[src/rtl/cmdl_pkg.sv]
package cmdl_pkg;

    typedef enum logic [2:0] {
        ST_IDLE,
        ST_CMD,
        ST_REQ,
        ST_WAIT,
        ST_WRITE,
        ST_FIN
    } cmdl_state_e;

    typedef enum logic [1:0] {
        PH_FIRST,
        PH_HDR,
        PH_EXTRA
    } cmdl_phase_e;

    // Packed MSB first: bit 31 seq, 30:20 extra, 19:16 byte enables, 15:0 index
    typedef struct packed {
        logic        seq;
        logic [10:0] extra;
        logic [3:0]  be;
        logic [15:0] idx;
    } cmdl_hdr_t;

endpackage

[src/rtl/cmdl_be_expand.sv]
module cmdl_be_expand #(
    parameter int LANES = 4
) (
    input  logic [LANES-1:0]   be,
    output logic [8*LANES-1:0] mask
);
    for (genvar g = 0; g < LANES; g++) begin : g_lane
        assign mask[8*g +: 8] = {8{be[g]}};
    end
endmodule

[src/rtl/cmdl_chain_regs.sv]
module cmdl_chain_regs #(
    parameter logic [15:0] BASE   = 16'h0238,
    parameter int          NCH    = 2,
    parameter int          SIZE_W = 20,
    parameter int          ADDR_W = 28,
    localparam int         CHW    = (NCH > 1) ? $clog2(NCH) : 1
) (
    input  logic                  clk,
    input  logic                  rst_n,
    input  logic                  we,
    input  logic [15:0]           idx,
    input  logic [31:0]           data,
    input  logic [31:0]           mask,
    output logic [NCH*SIZE_W-1:0] size_flat,
    output logic [NCH*ADDR_W-1:0] addr_flat,
    output logic                  trig_hit,
    output logic [CHW-1:0]        trig_ch
);
    for (genvar c = 0; c < NCH; c++) begin : g_ch
        logic [SIZE_W-1:0] size_q;
        logic [ADDR_W-1:0] addr_q;
        logic [31:0]       size_m, addr_m;

        assign size_m = ({{(32-SIZE_W){1'b0}}, size_q} & ~mask) | (data & mask);
        assign addr_m = ({{(32-ADDR_W){1'b0}}, addr_q} & ~mask) | (data & mask);

        always_ff @(posedge clk or negedge rst_n) begin
            if (!rst_n) begin
                size_q <= '0;
                addr_q <= '0;
            end else if (we) begin
                if (idx == BASE + 16'(c))       size_q <= size_m[SIZE_W-1:0];
                if (idx == BASE + 16'(NCH + c)) addr_q <= addr_m[ADDR_W-1:0];
            end
        end

        assign size_flat[c*SIZE_W +: SIZE_W] = size_q;
        assign addr_flat[c*ADDR_W +: ADDR_W] = addr_q;
    end

    always_comb begin
        trig_hit = 1'b0;
        trig_ch  = '0;
        for (int c = 0; c < NCH; c++) begin
            if (idx == BASE + 16'(2*NCH + c)) begin
                trig_hit = 1'b1;
                trig_ch  = CHW'(c);
            end
        end
    end
endmodule

[src/rtl/cmdl_proc.sv]
module cmdl_proc
    import cmdl_pkg::*;
#(
    parameter int          WA         = 30,
    parameter logic [15:0] IRQ_IDX    = 16'h0010,
    parameter logic [15:0] CHAIN_BASE = 16'h0238,
    parameter int          NCH        = 2,
    parameter int          SIZE_W     = 20,
    parameter int          CADDR_W    = 28
) (
    input  logic        clk,
    input  logic        rst_n,
    input  logic        kick_valid,
    input  logic [31:0] kick_addr,
    input  logic [31:0] kick_len,
    output logic        busy,
    output logic        done,
    output logic        mem_req_valid,
    input  logic        mem_req_ready,
    output logic [31:0] mem_req_addr,
    input  logic        mem_rsp_valid,
    input  logic [31:0] mem_rsp_data,
    output logic        wr_valid,
    input  logic        wr_ready,
    output logic [15:0] wr_idx,
    output logic [31:0] wr_data,
    output logic [31:0] wr_mask,
    output logic        irq
);
    localparam int CHW = (NCH > 1) ? $clog2(NCH) : 1;

    typedef struct packed {
        cmdl_state_e st;
        cmdl_phase_e ph;
        logic [WA-1:0] head;
        logic [WA-1:0] ptr;
        logic [WA-1:0] lim;
        logic [31:0]   data;
        logic [15:0]   idx;
        logic [3:0]    be;
        logic [10:0]   remain;
        logic          seq;
        logic          irq;
        logic          done;
    } regs_t;

    regs_t r_q, r_d;

    logic [NCH*SIZE_W-1:0]  size_flat;
    logic [NCH*CADDR_W-1:0] addr_flat;
    logic                   trig_hit;
    logic [CHW-1:0]         trig_ch;
    logic                   wr_fire;
    logic [SIZE_W-1:0]      sel_size;
    logic [CADDR_W-1:0]     sel_addr;

    assign wr_fire  = (r_q.st == ST_WRITE) && wr_ready;
    assign sel_size = size_flat[trig_ch*SIZE_W +: SIZE_W];
    assign sel_addr = addr_flat[trig_ch*CADDR_W +: CADDR_W];

    cmdl_be_expand #(.LANES(4)) u_be (
        .be   (r_q.be),
        .mask (wr_mask)
    );

    cmdl_chain_regs #(
        .BASE   (CHAIN_BASE),
        .NCH    (NCH),
        .SIZE_W (SIZE_W),
        .ADDR_W (CADDR_W)
    ) u_chain (
        .clk       (clk),
        .rst_n     (rst_n),
        .we        (wr_fire),
        .idx       (r_q.idx),
        .data      (r_q.data),
        .mask      (wr_mask),
        .size_flat (size_flat),
        .addr_flat (addr_flat),
        .trig_hit  (trig_hit),
        .trig_ch   (trig_ch)
    );

    always_comb begin
        logic [WA-1:0] p;
        logic [WA-1:0] new_head;
        cmdl_hdr_t     h;
        r_d      = r_q;
        r_d.irq  = 1'b0;
        r_d.done = 1'b0;
        h        = cmdl_hdr_t'(mem_rsp_data);
        p        = r_q.ptr + WA'(r_q.ptr[0] ^ r_q.head[0]);
        new_head = WA'({sel_addr, 1'b0});
        unique case (r_q.st)
            ST_IDLE: if (kick_valid) begin
                r_d.head = kick_addr[WA+1:2];
                r_d.ptr  = kick_addr[WA+1:2];
                r_d.lim  = kick_addr[WA+1:2] + kick_len[WA+1:2];
                r_d.st   = ST_CMD;
            end
            ST_CMD: begin
                if (p >= r_q.lim) begin
                    r_d.st = ST_FIN;
                end else begin
                    r_d.ptr = p;
                    r_d.ph  = PH_FIRST;
                    r_d.st  = ST_REQ;
                end
            end
            ST_REQ: if (mem_req_ready) begin
                r_d.ptr = r_q.ptr + WA'(1);
                r_d.st  = ST_WAIT;
            end
            ST_WAIT: if (mem_rsp_valid) begin
                unique case (r_q.ph)
                    PH_FIRST: begin
                        r_d.data = mem_rsp_data;
                        r_d.ph   = PH_HDR;
                        r_d.st   = (r_q.ptr >= r_q.lim) ? ST_FIN : ST_REQ;
                    end
                    PH_HDR: begin
                        r_d.idx    = h.idx;
                        r_d.be     = h.be;
                        r_d.remain = h.extra;
                        r_d.seq    = h.seq;
                        r_d.st     = ST_WRITE;
                    end
                    default: begin
                        r_d.data = mem_rsp_data;
                        if (r_q.seq) r_d.idx = r_q.idx + 16'd1;
                        r_d.st   = ST_WRITE;
                    end
                endcase
            end
            ST_WRITE: if (wr_ready) begin
                r_d.irq = (r_q.idx == IRQ_IDX);
                if (trig_hit) begin
                    r_d.head = new_head;
                    r_d.ptr  = new_head;
                    r_d.lim  = new_head + WA'({sel_size, 1'b0});
                    r_d.st   = ST_CMD;
                end else if (r_q.remain == '0) begin
                    r_d.st = ST_CMD;
                end else if (r_q.ptr >= r_q.lim) begin
                    r_d.st = ST_FIN;
                end else begin
                    r_d.remain = r_q.remain - 11'd1;
                    r_d.ph     = PH_EXTRA;
                    r_d.st     = ST_REQ;
                end
            end
            default: begin
                r_d.done = 1'b1;
                r_d.st   = ST_IDLE;
            end
        endcase
    end

    always_ff @(posedge clk or negedge rst_n) begin
        if (!rst_n) begin
            r_q      <= '0;
            r_q.st   <= ST_IDLE;
            r_q.ph   <= PH_FIRST;
        end else begin
            r_q <= r_d;
        end
    end

    assign busy          = (r_q.st != ST_IDLE);
    assign done          = r_q.done;
    assign irq           = r_q.irq;
    assign mem_req_valid = (r_q.st == ST_REQ);
    assign mem_req_addr  = 32'({r_q.ptr, 2'b00});
    assign wr_valid      = (r_q.st == ST_WRITE);
    assign wr_idx        = r_q.idx;
    assign wr_data       = r_q.data;
endmodule

[config.mk]
export PLATFORM = sky130hd
export DESIGN_NAME = cmdl_proc
export DESIGN_NICKNAME = d
export VERILOG_FILES = /design/src/rtl/cmdl_pkg.sv /design/src/rtl/cmdl_be_expand.sv /design/src/rtl/cmdl_chain_regs.sv /design/src/rtl/cmdl_proc.sv
export SDC_FILE = /design/constraint.sdc
export NUM_CORES = 1
export LEC_CHECK = 0
export ABC_AREA = 1
export BUFFER_PORTS_ARGS = -buffer_cell sky130_fd_sc_hd__buf_2
export CORE_AREA = 2 2 247 249
export CTS_CLUSTER_SIZE = 24
export DETAILED_ROUTE_END_ITERATION = 12
export DIE_AREA = 0 0 249 251
export PLACE_DENSITY = 0.43
export SKIP_CTS_REPAIR_TIMING = 1
export SLEW_MARGIN = 40
export SYNTH_ARGS = -nofsm -noshare
export SYNTH_HDL_FRONTEND = slang
export SYNTH_SLANG_ARGS = --single-unit
export TNS_END_PERCENT = 50
[constraint.sdc]
create_clock -name clk -period 4.86 [get_ports clk]
set_input_delay 0.243 -clock clk [delete_from_list [all_inputs] [get_ports clk]]
set_output_delay 0.243 -clock clk [all_outputs]
set_load 0.005 [all_outputs]
==> results.md, run 1 <==
* Root buf cell: clkbuf_16
* Hold WC Path Type: in2reg
* Global-route wire length before repair at between 100 and 150 mm
* Req. time, crit path at 5.36 ns
* Worst-path cell chain: ha_1 -> ha_1 -> nand2_1 -> inv_1 -> nand2_1 -> nor2_1 -> nand2_1 -> xor2_1 -> ha_1 -> nand2_1 -> nor4_1 -> and2_1 -> nand2_1 -> nand3_1 -> nand2_2 -> nand2_4 -> buf_12 -> o21ai_1
* Post-DP HPWL at 53.7 mm
* Max Slew Vio Count at 0
* R2r worst-path depth at 18
* FMAX at ~0.24 GHz
* Final wirelength at 68.0 mm
* Die ar. at 0.0625 mm2
* Fin crit share at 86.9%
* Fillcell total at 6,545
* Syn. warnings at 0
* Area growth syn-to-layout at 15.6%
* Simple-Gate Fraction of Synth Area at a little under a third
* Final setup viols at 0
* Worst path max stage delay at ~0.52 ns
* Largest family of logic cells by synthesized area: simple AND/OR/NAND/NOR gates
* Avg Cell Area, Syn at about 6.8 um2
* I/O Pins at 219
* Post-route design area at about 0.021 mm2
* Gpl congestion at 0.952
* Peak supply drop at 0.000337 V
* Hold Path Depth at 3
* Hold Path Origin: kick_addr[10]
* TritonCTS clock tree: yes
* Critical path arrival at approximately 4.7 ns
* EDFF count, synth at 0
* Primary FF master, synth: dfrtp_1
* RSZ-0062 raised after global routing: no
* # DRC at 0
* Crit path top cell by count: nand2_1
* Area contributors post-synth: dfrtp_1, nand2_1, ha_1
* H-tree depth at 1
* Synth Cell Area at between 0.015 and 0.02 mm2
* Most frequent cells in the layout: nand2_1, inv_1, o21ai_0, dfrtp_1, buf_2
* Yosys reg bits at roughly 230
* Reg2Reg Capture Point: mem_req_addr[7]
* Clock transition at path regs at around 0.060 ns
* Core area at about 0.06 mm2
* Critical path peak fanout at 45
* Die H at 251 um
* Post-route clock skew at 0.0274 ns
* Setup TNS at 0 ns
* Post-Synthesis Cells at 2,611
* Status: complete, but fails checks
* Die width at 249 um
* Worst reg2reg startpoint: mem_req_addr[2]
* Overflow after GRT at 0
* Slowest CP cell: dfrtp_1
* Share of layout cells above drive strength 1 at around an eighth
* DR vias at ~17,000
* Violated checks: hold timing
* DR iter-0 viols at ~1,200
* P_leak at ~10 nW
* WS Path Type: reg2reg
* Largest net degree at the start of global routing at around 100
* Max-cap violations at 0
* Seq/Total Area, Yosys at between 30% and 40%
* Register area at between 0.005 and 0.006 mm2
* FF-to-FF setup slack at 0.64 ns
* Distinct cells, synth at 56
* CTS Buffer Depth at 3
* Crit path max-delay family: simple AND/OR/NAND/NOR gates
* Measured slew at the worst slew-check pin at 0.700 ns
* Share of the synthesized area in the top cell type at 32.0%
* Cts bufs inserted at 31
* Xor and xnor fraction of the mapped netlist area at about 2.2%
* Area leader, netlist: dfrtp_1
* Mux cell area share after synthesis at 0.442%
* Pwr/cell area at 515 mW/mm2
* Fraction of registers with async set/reset at between 90% and 100%
* Antenna viol nets, final at 0
* CP Capture Type: flop
* Hold EP: mem_req_addr[10]
* Commonest non-fill, non-tap cell in the layout: nand2_1
* Fin. Hold Viols at 4
* Final net count at about 3,000
* Initial core utilization at 29.8%
* Hold Slack at -0.0326 ns
* Compound-gate portion of the synthesized area at between 10% and 20%
* GRT Total Usage at 21.3%
* Pre-antenna DRT Iters at 5
* CP Buf/Inv Count at 2
* Synthesized-area fraction occupied by adder cells at 8.43%
* Min Tclk post-route at between 4 and 5 ns
* Port Buffers at 212
* Core Util, Final at 34.5%
* Initial antenna violation count at 0
* Cell area after placement at roughly 0.019 mm2
* Startpoint types: flop
* Vias in the first global route at roughly 17,000
* Clock sinks at 228
* Routed vias/inst at just under 5
* Clock latency on the worst-skew pair at 0.63 ns
* Num rows at 90
* Rel. slew slack at a little over half
* Multi-input gate area at roughly 0.010 mm2
* Drt wl/cell at between 15 and 20 um
[worst register-to-register path: stages (launching register included)]
cell and delay, ns:
dfrtp_1 0.52, ha_1 0.33, ha_1 0.28, nand2_1 0.13, inv_1 0.08, nand2_1 0.10, nor2_1 0.38, nand2_1 0.13
xor2_1 0.18, ha_1 0.28, nand2_1 0.10, nor4_1 0.44, and2_1 0.19, nand2_1 0.05, nand3_1 0.26, nand2_2 0.13
nand2_4 0.15, buf_12 0.22, o21ai_1 0.14
[metrics by stage]
stage	hold WS [ns]	worst slack, ns	instances	total power [mW]
2_1_floorplan	-0.0526	1.59	2612	6.71
3_3_place_gp	0.353	0.728	3451	7.98
3_5_place_dp	0.167	0.677	3452	8.04
4_1_cts	-0.510	0.658	3507	10.7
5_1_grt	0.0105	0.375	3556	11.5
6_report	-0.0326	0.637	3557	10.6
[power by group]
part | switching (mW) | internal, mW | leakage (nW)
combinational | 3.26 | 1.78 | 6.95
clock | 0.970 | 1.62 | 0.558
sequential | 0.586 | 2.42 | 2.97
[how the worst max path moves through the flow]
stage | startpoint | endpoint | depth (start not counted)
after CTS | mem_req_addr[2] | mem_req_addr[13] | 19
after floorplan | mem_req_addr[14] | mem_req_addr[4] | 21
after global placement | mem_req_addr[2] | mem_req_addr[7] | 18
after global routing | mem_req_addr[2] | r_q[160] | 20
final | mem_req_addr[2] | mem_req_addr[7] | 18
after detailed placement | mem_req_addr[2] | mem_req_addr[3] | 18
[per-layer routing]
layer | wire, um | GRT usage [%] | vias up
met5 | 0 | 0 | -
met2 | 31300 | 36.0 | 385
met1 | 32500 | 29.3 | 8230
li1 | - | - | 8734
met3 | 2530 | 2.13 | 80
met4 | 1640 | 5.00 | 0
[cell families (layout without fill, tap and decap cells)]
family | Yosys count | count (layout)
other | 1 | 3
buffers and inverters | 447 | 609
and+or+nand+nor | 1287 | 1287
adders and majority gates | 119 | 119
xor gates and xnor gates | 44 | 44
AOI/OAI and AO/OA | 478 | 478
muxes | 7 | 7
DFF | 228 | 228
[Yosys cell counts, types with 3 or more instances]
cell      count
a21oi_1     142
a221oi_1      5
a31oi_1      17
and2_1        3
buf_1         6
buf_2        20
buf_4       115
buf_6         5
clkbuf_1     34
dfrtp_1     228
ha_1        117
inv_1       260
inv_2         6
mux2_2        7
nand2_1     794
nand2_2       8
nand2_4       3
nand3_1     161
nand3b_1      9
nand4_1      44
nor2_1      201
nor2_2        6
nor3_1       28
nor3_2        3
nor4_1        7
o211ai_1      7
o21a_1        5
o21ai_0     243
o21ai_1      24
o21ai_2       4
o21bai_1     12
o22ai_1       7
or2_1         5
or2_2         7
xnor2_1       9
xor2_1       35
[cell type report]
class / count / area share [%]
multi-input combinational: 1937 / 48.5
sequential: 228 / 27.7
timing repair buffer: 288 / 8.77
inverter: 266 / 4.84
tap: 782 / 4.74
clock buffer: 44 / 4.43
clock inverter: 11 / 1.08
antenna: 1 / 0.0121
(Power assumes the default switching activity.)
==> inputs of run 2 (changes only) <==
- CTS_BUF_LIST: default -> sky130_fd_sc_hd__clkbuf_8
==> run 2 against run 1 <==
Against the previous run:
- critical path depth is the same
- clock skew grew 0.021 ns
- clock-buffer cell count grew 15
- die area is the same
- non-clock buffer count grew 9
- largest power group unchanged
- combinational power is essentially flat
- the flow now finishes without violations
- worst setup slack gained 0.0050 ns
- global-route usage grew 0.11 points
==> results.md, run 2 (synthesized netlist as in run 1, its figures left out) <==
* Crit path max-delay family: simple AND/OR/NAND/NOR gates
* DR vias at about 18,000
* Max Slew Vio Count at 0
* CP Capture Type: flop
* Pre-antenna DRT Iters at 6
* Vias in the first global route at 16,766
* Antenna viol nets, final at 0
* Routed vias/inst at 4.88
* Drt wl/cell at roughly 19 um
* Largest net degree at the start of global routing at 104
* Met1 Wirelength at 32.2 mm
* Critical path arrival at around 4.8 ns
* TritonCTS clock tree: yes
* GRT Total Usage at 21.4%
* CP Buf/Inv Count at 2
* WS Path Type: reg2reg
* Max-cap violations at 0
* Root buf cell: clkbuf_8
* Post-DP HPWL at around 54 mm
* Worst-path cell chain: ha_1 -> ha_1 -> nand2_1 -> inv_1 -> nand2_1 -> nor2_1 -> nand2_1 -> xor2_1 -> ha_1 -> nand2_1 -> nor4_1 -> and2_1 -> nand2_1 -> nand3_1 -> nand2_2 -> nand2_4 -> buf_12 -> o21ai_1
* Clock sinks at roughly 230
* Initial antenna violation count at 2
* Clock latency on the worst-skew pair at 0.68 ns
* Core area at roughly 0.06 mm2
* Req. time, crit path at about 5.4 ns
* Startpoint types: flop
* Pwr/cell area at 499 mW/mm2
* DR iter-0 viols at approximately 1,100
* Commonest non-fill, non-tap cell in the layout: nand2_1
* Share of layout cells above drive strength 1 at 13.0%
* Critical path peak fanout at between 40 and 50
* FMAX at 0.237 GHz
* Measured slew at the worst slew-check pin at 0.674 ns
* Initial core utilization at 29.8%
* Most frequent cells in the layout: nand2_1, inv_1, o21ai_0, dfrtp_1, buf_2
* Max layer used: met4
* Hold WC Path Type: in2reg
* Met2 Wirelength at 31.4 mm
* Final net count at ~3,000
* Overflow after GRT at 0
* Port Buffers at between 200 and 250
* Fin crit share at 86.8%
* Global-route wire length before repair at 102 mm
* P_leak at ~11 nW
* CTS Buffer Depth at 3
* Die width at 249 um
* Slowest CP cell: dfrtp_1
* Min Tclk post-route at 4.22 ns
* Crit path top cell by count: nand2_1
* Gpl congestion at around 0.95
* Area growth syn-to-layout at 15.4%
* Post-route design area at around 0.021 mm2
* Post-route clock skew at a little under 0.05 ns
* Cell area after placement at about 0.019 mm2
* RSZ-0062 raised after global routing: no
* I/O Pins at 219
* Peak supply drop at 0.000274 V
* Hold Slack at about 0.011 ns
* Routed wl met3 at approximately 3.1 mm
* Die H at approximately 250 um
* # DRC at 0
* Core Util, Final at 34.5%
* Final wirelength at 68.2 mm
* Setup TNS at 0 ns
* Fin. Hold Viols at 0
* Worst path max stage delay at 0.53 ns
* Num rows at 90
* Final setup viols at 0
* Clock transition at path regs at roughly 0.060 ns
* Cts bufs inserted at between 40 and 50
* Die ar. at 0.0625 mm2
* Status: complete, no violations
* H-tree depth at 2
* Rel. slew slack at 54.6%
-- run 2: report_power, final --
part	internal, mW	leakage (nW)	switching [mW]
Clock	1.21	0.594	1.00
Sequential	2.43	2.97	0.587
Combinational	1.78	6.98	3.26
-- run 2: final cells by class --
type	instances	area [um2]
clock inverter	29	200
clock buffer	59	812
timing repair buffer	297	1900
antenna	4	10.0
sequential	228	5710
multi-input combinational	1937	10000
inverter	266	998
fill	6584	39200
tap	782	978
-- run 2: worst min-delay path: cells and delay by family --
family / cells / cell delay (ns)
compound gates: 2 / 0.16
simple gates: 2 / 0.11
buf+inv: 1 / 0.12
-- run 2: path summary, 6_finish.rpt --
| kind | from | to | slack (ns) | cells after the start |
|---|---|---|---|---|
| min in group asynchronous | rst_n | mem_req_addr[21] | 0.07 | 2 |
| min | kick_addr[3] | mem_req_addr[3] | 0.01 | 5 |
| max | mem_req_addr[2] | mem_req_addr[3] | 0.64 | 18 |
| min reg2reg | flop | flop | 0.47 | 2 |
| max reg2reg | mem_req_addr[2] | mem_req_addr[3] | 0.64 | 18 |
| max in group asynchronous | rst_n | asynchronous set/reset pin | 3.46 | 4 |
-- run 2: stage by stage --
step                      worst slack (ns)  power [mW]  std cells
after global placement               0.728        7.98       3451
after global routing                 0.380        11.2       3601
after detailed placement             0.677        8.04       3452
after floorplan                       1.59        6.71       2612
final                                0.642        10.3       3602
after CTS                            0.658        10.3       3540
-- run 2: routing by layer --
| metal | track usage [%] | up-vias |
|---|---|---|
| li1 | - | 8795 |
| met1 | 29.2 | 8244 |
| met2 | 35.6 | 437 |
| met3 | 2.70 | 91 |
| met4 | 5.85 | 0 |
| met5 | 0 | - |
==> inputs of run 3 (changes only) <==
- BUFFER_PORTS_ARGS: -buffer_cell sky130_fd_sc_hd__buf_2 -> default
- CTS_CLUSTER_DIAMETER: default -> 100
- DONT_BUFFER_PORTS: default -> 1
- PLACE_DENSITY: 0.43 -> 0.39
==> run 3 against run 2 <==
Against the previous run:
- the flow now finishes with violations (hold timing)
- register-to-register slack got worse by 0.04 ns
- die area unchanged
- clock-buffer cell count decreased by 37
- cell count decreased by 7.4%
- critical path type unchanged
- via count decreased by 6.2%
- clock power decreased by 38%
- clock skew increased by 0.022 ns
==> results.md, run 3 (synthesized netlist as in run 1, its figures left out) <==
* Hold Slack at -0.656 ns
* Fin. Hold Viols at 230
* DR iter-0 viols at 1,033
* Flop pwr share at 34.6%
* Share of layout cells above drive strength 1 at 4.58%
* Clock latency on the worst-skew pair at about 0.65 ns
* Critical path peak fanout at 9
* Overflow after GRT at 0
* I/O Pins at 219
* TritonCTS clock tree: yes
* Area growth syn-to-layout at 6.36%
* Initial antenna violation count at 1
* Peak supply drop at around 0.00026 V
* Clock sinks at approximately 230
* Core Util, Final at a little under a third
* Rel. slew slack at approximately half
* Port Buffers at 0
* Clock power share at about 15%
* Violated checks: hold timing
* Setup TNS at 0 ns
* Gpl congestion at approximately 0.88
* Initial core utilization at between 20 and 30%
* Gate power share at between 50 and 60%
* Fin crit share at 87.5%
* Pre-antenna DRT Iters at 5
* Final setup viols at 0
* Final wirelength at 67.6 mm
* # DRC at 0
* Measured slew at the worst slew-check pin at 0.736 ns
* Status: complete, but fails checks
* Drt wl/cell at 20.3 um
* H-tree depth at 1
* Min Tclk post-route at ~4.3 ns
* Register area at approximately 0.0057 mm2
* WS Path Type: reg2reg
* Switch Pwr at approximately 4.6 mW
* Die width at 249 um
* Max-cap violations at 0
* Cts bufs inserted at 20
* Routed vias/inst at ~5
* Multi-input gate area at between 0.01 and 0.015 mm2
* Root buf cell: clkbuf_8
* CTS Buffer Depth at 3
* Critical path arrival at roughly 4.7 ns
* Die H at approximately 250 um
* CP Capture Type: flop
* Startpoint types: flop
* RSZ-0062 raised after global routing: no
* Final net count at between 2,000 and 3,000
* DR vias at 16,479
* Global-route wire length before repair at about 100 mm
* Post-route clock skew at around 0.070 ns
* Clock transition at path regs at roughly 0.10 ns
* Net Sw Frac at 50.8%
* Req. time, crit path at about 5.3 ns
* P_leak at 9.26 nW
* Vias in the first global route at about 16,000
* Die ar. at 0.0625 mm2
* Most frequent cells in the layout: nand2_1, inv_1, o21ai_0, dfrtp_1, nor2_1
* Fillcell total at ~6,600
* Core area at 0.0598 mm2
* Int Pwr at around 4.4 mW
* FMAX at between 0.2 and 0.25 GHz
* Hold WC Path Type: in2async
* Num rows at 90
* GRT Total Usage at roughly a fifth
* Pwr/cell area at roughly 480 mW/mm2
* Antenna viol nets, final at 0
* Post-DP HPWL at roughly 53 mm
* Max Slew Vio Count at 0
* Largest net degree at the start of global routing at approximately 230
* Commonest non-fill, non-tap cell in the layout: nand2_1
[run 3: metal layers]
metal	track usage, %	wire length [um]	part of all wire [%]
met4	6.01	2130	3.2
met1	28.2	31100	46
met2	36.1	31600	47
met3	2.79	2770	4.1
met5	0	0	0
[run 3: worst max-delay path: stages (launching register included)]
cell	delay (ns)
dfrtp_1	0.52
nand2_1	0.15
nor2_1	0.32
nand2_1	0.14
nor2_2	0.24
nand2_1	0.16
or2_1	0.27
nand2_1	0.06
inv_1	0.05
or2_2	0.28
ha_1	0.30
nand2_1	0.15
nor2_1	0.07
nor3_1	0.17
nand2_1	0.11
a21oi_1	0.13
nand3_1	0.29
nand2_2	0.20
buf_4	0.24
nand2_1	0.07
o21ai_0	0.17
nand2_1	0.07
[run 3: final cells by class]
type	count	area share, %
clock inverter	13	0.804
multi-input combinational	1937	52.7
clock buffer	22	1.60
antenna	1	0.0132
sequential	228	30.1
tap	782	5.16
timing repair buffer	87	4.42
inverter	266	5.26
[run 3: stage by stage]
step           cells  hold WS (ns)  power, mW  instance area [um2]  setup WS, ns
3_3_place_gp    3238       -0.0332       7.59                17900         0.634
5_1_grt         3336        -0.732       9.90                19000         0.117
4_1_cts         3273        -0.745       9.09                18400         0.601
3_5_place_dp    3238       -0.0320       7.65                17900         0.630
2_1_floorplan   2612       -0.0526       6.71                17800          1.59
6_report        3336        -0.656       9.02                19000         0.607
[run 3: path summary, 6_finish.rpt]
kind | slack (ns) | end | cells after the start | startpoint
worst max-delay path | 0.61 | r_q[160] | 21 | mem_req_addr[11]
worst min-delay path | -0.66 | mem_req_addr[11] | 0 | rst_n
worst max register to register | 0.61 | r_q[160] | 21 | mem_req_addr[11]
worst min register to register | 0.49 | r_q[84] | 2 | r_q[84]
max in group asynchronous | 4.94 | r_q[157] | 0 | rst_n
min in group clk | -0.01 | mem_req_addr[19] | 4 | kick_addr[19]
[run 3: power by group through the flow]
stage          clock network (mW)  logic, mW  registers, mW
2_1_floorplan                   0       3.87           2.84
3_3_place_gp                    0       4.42           3.16
3_5_place_dp                    0       4.48           3.18
4_1_cts                      1.45       4.50           3.14
5_1_grt                      1.49       5.18           3.22
6_report                     1.37       4.53           3.12
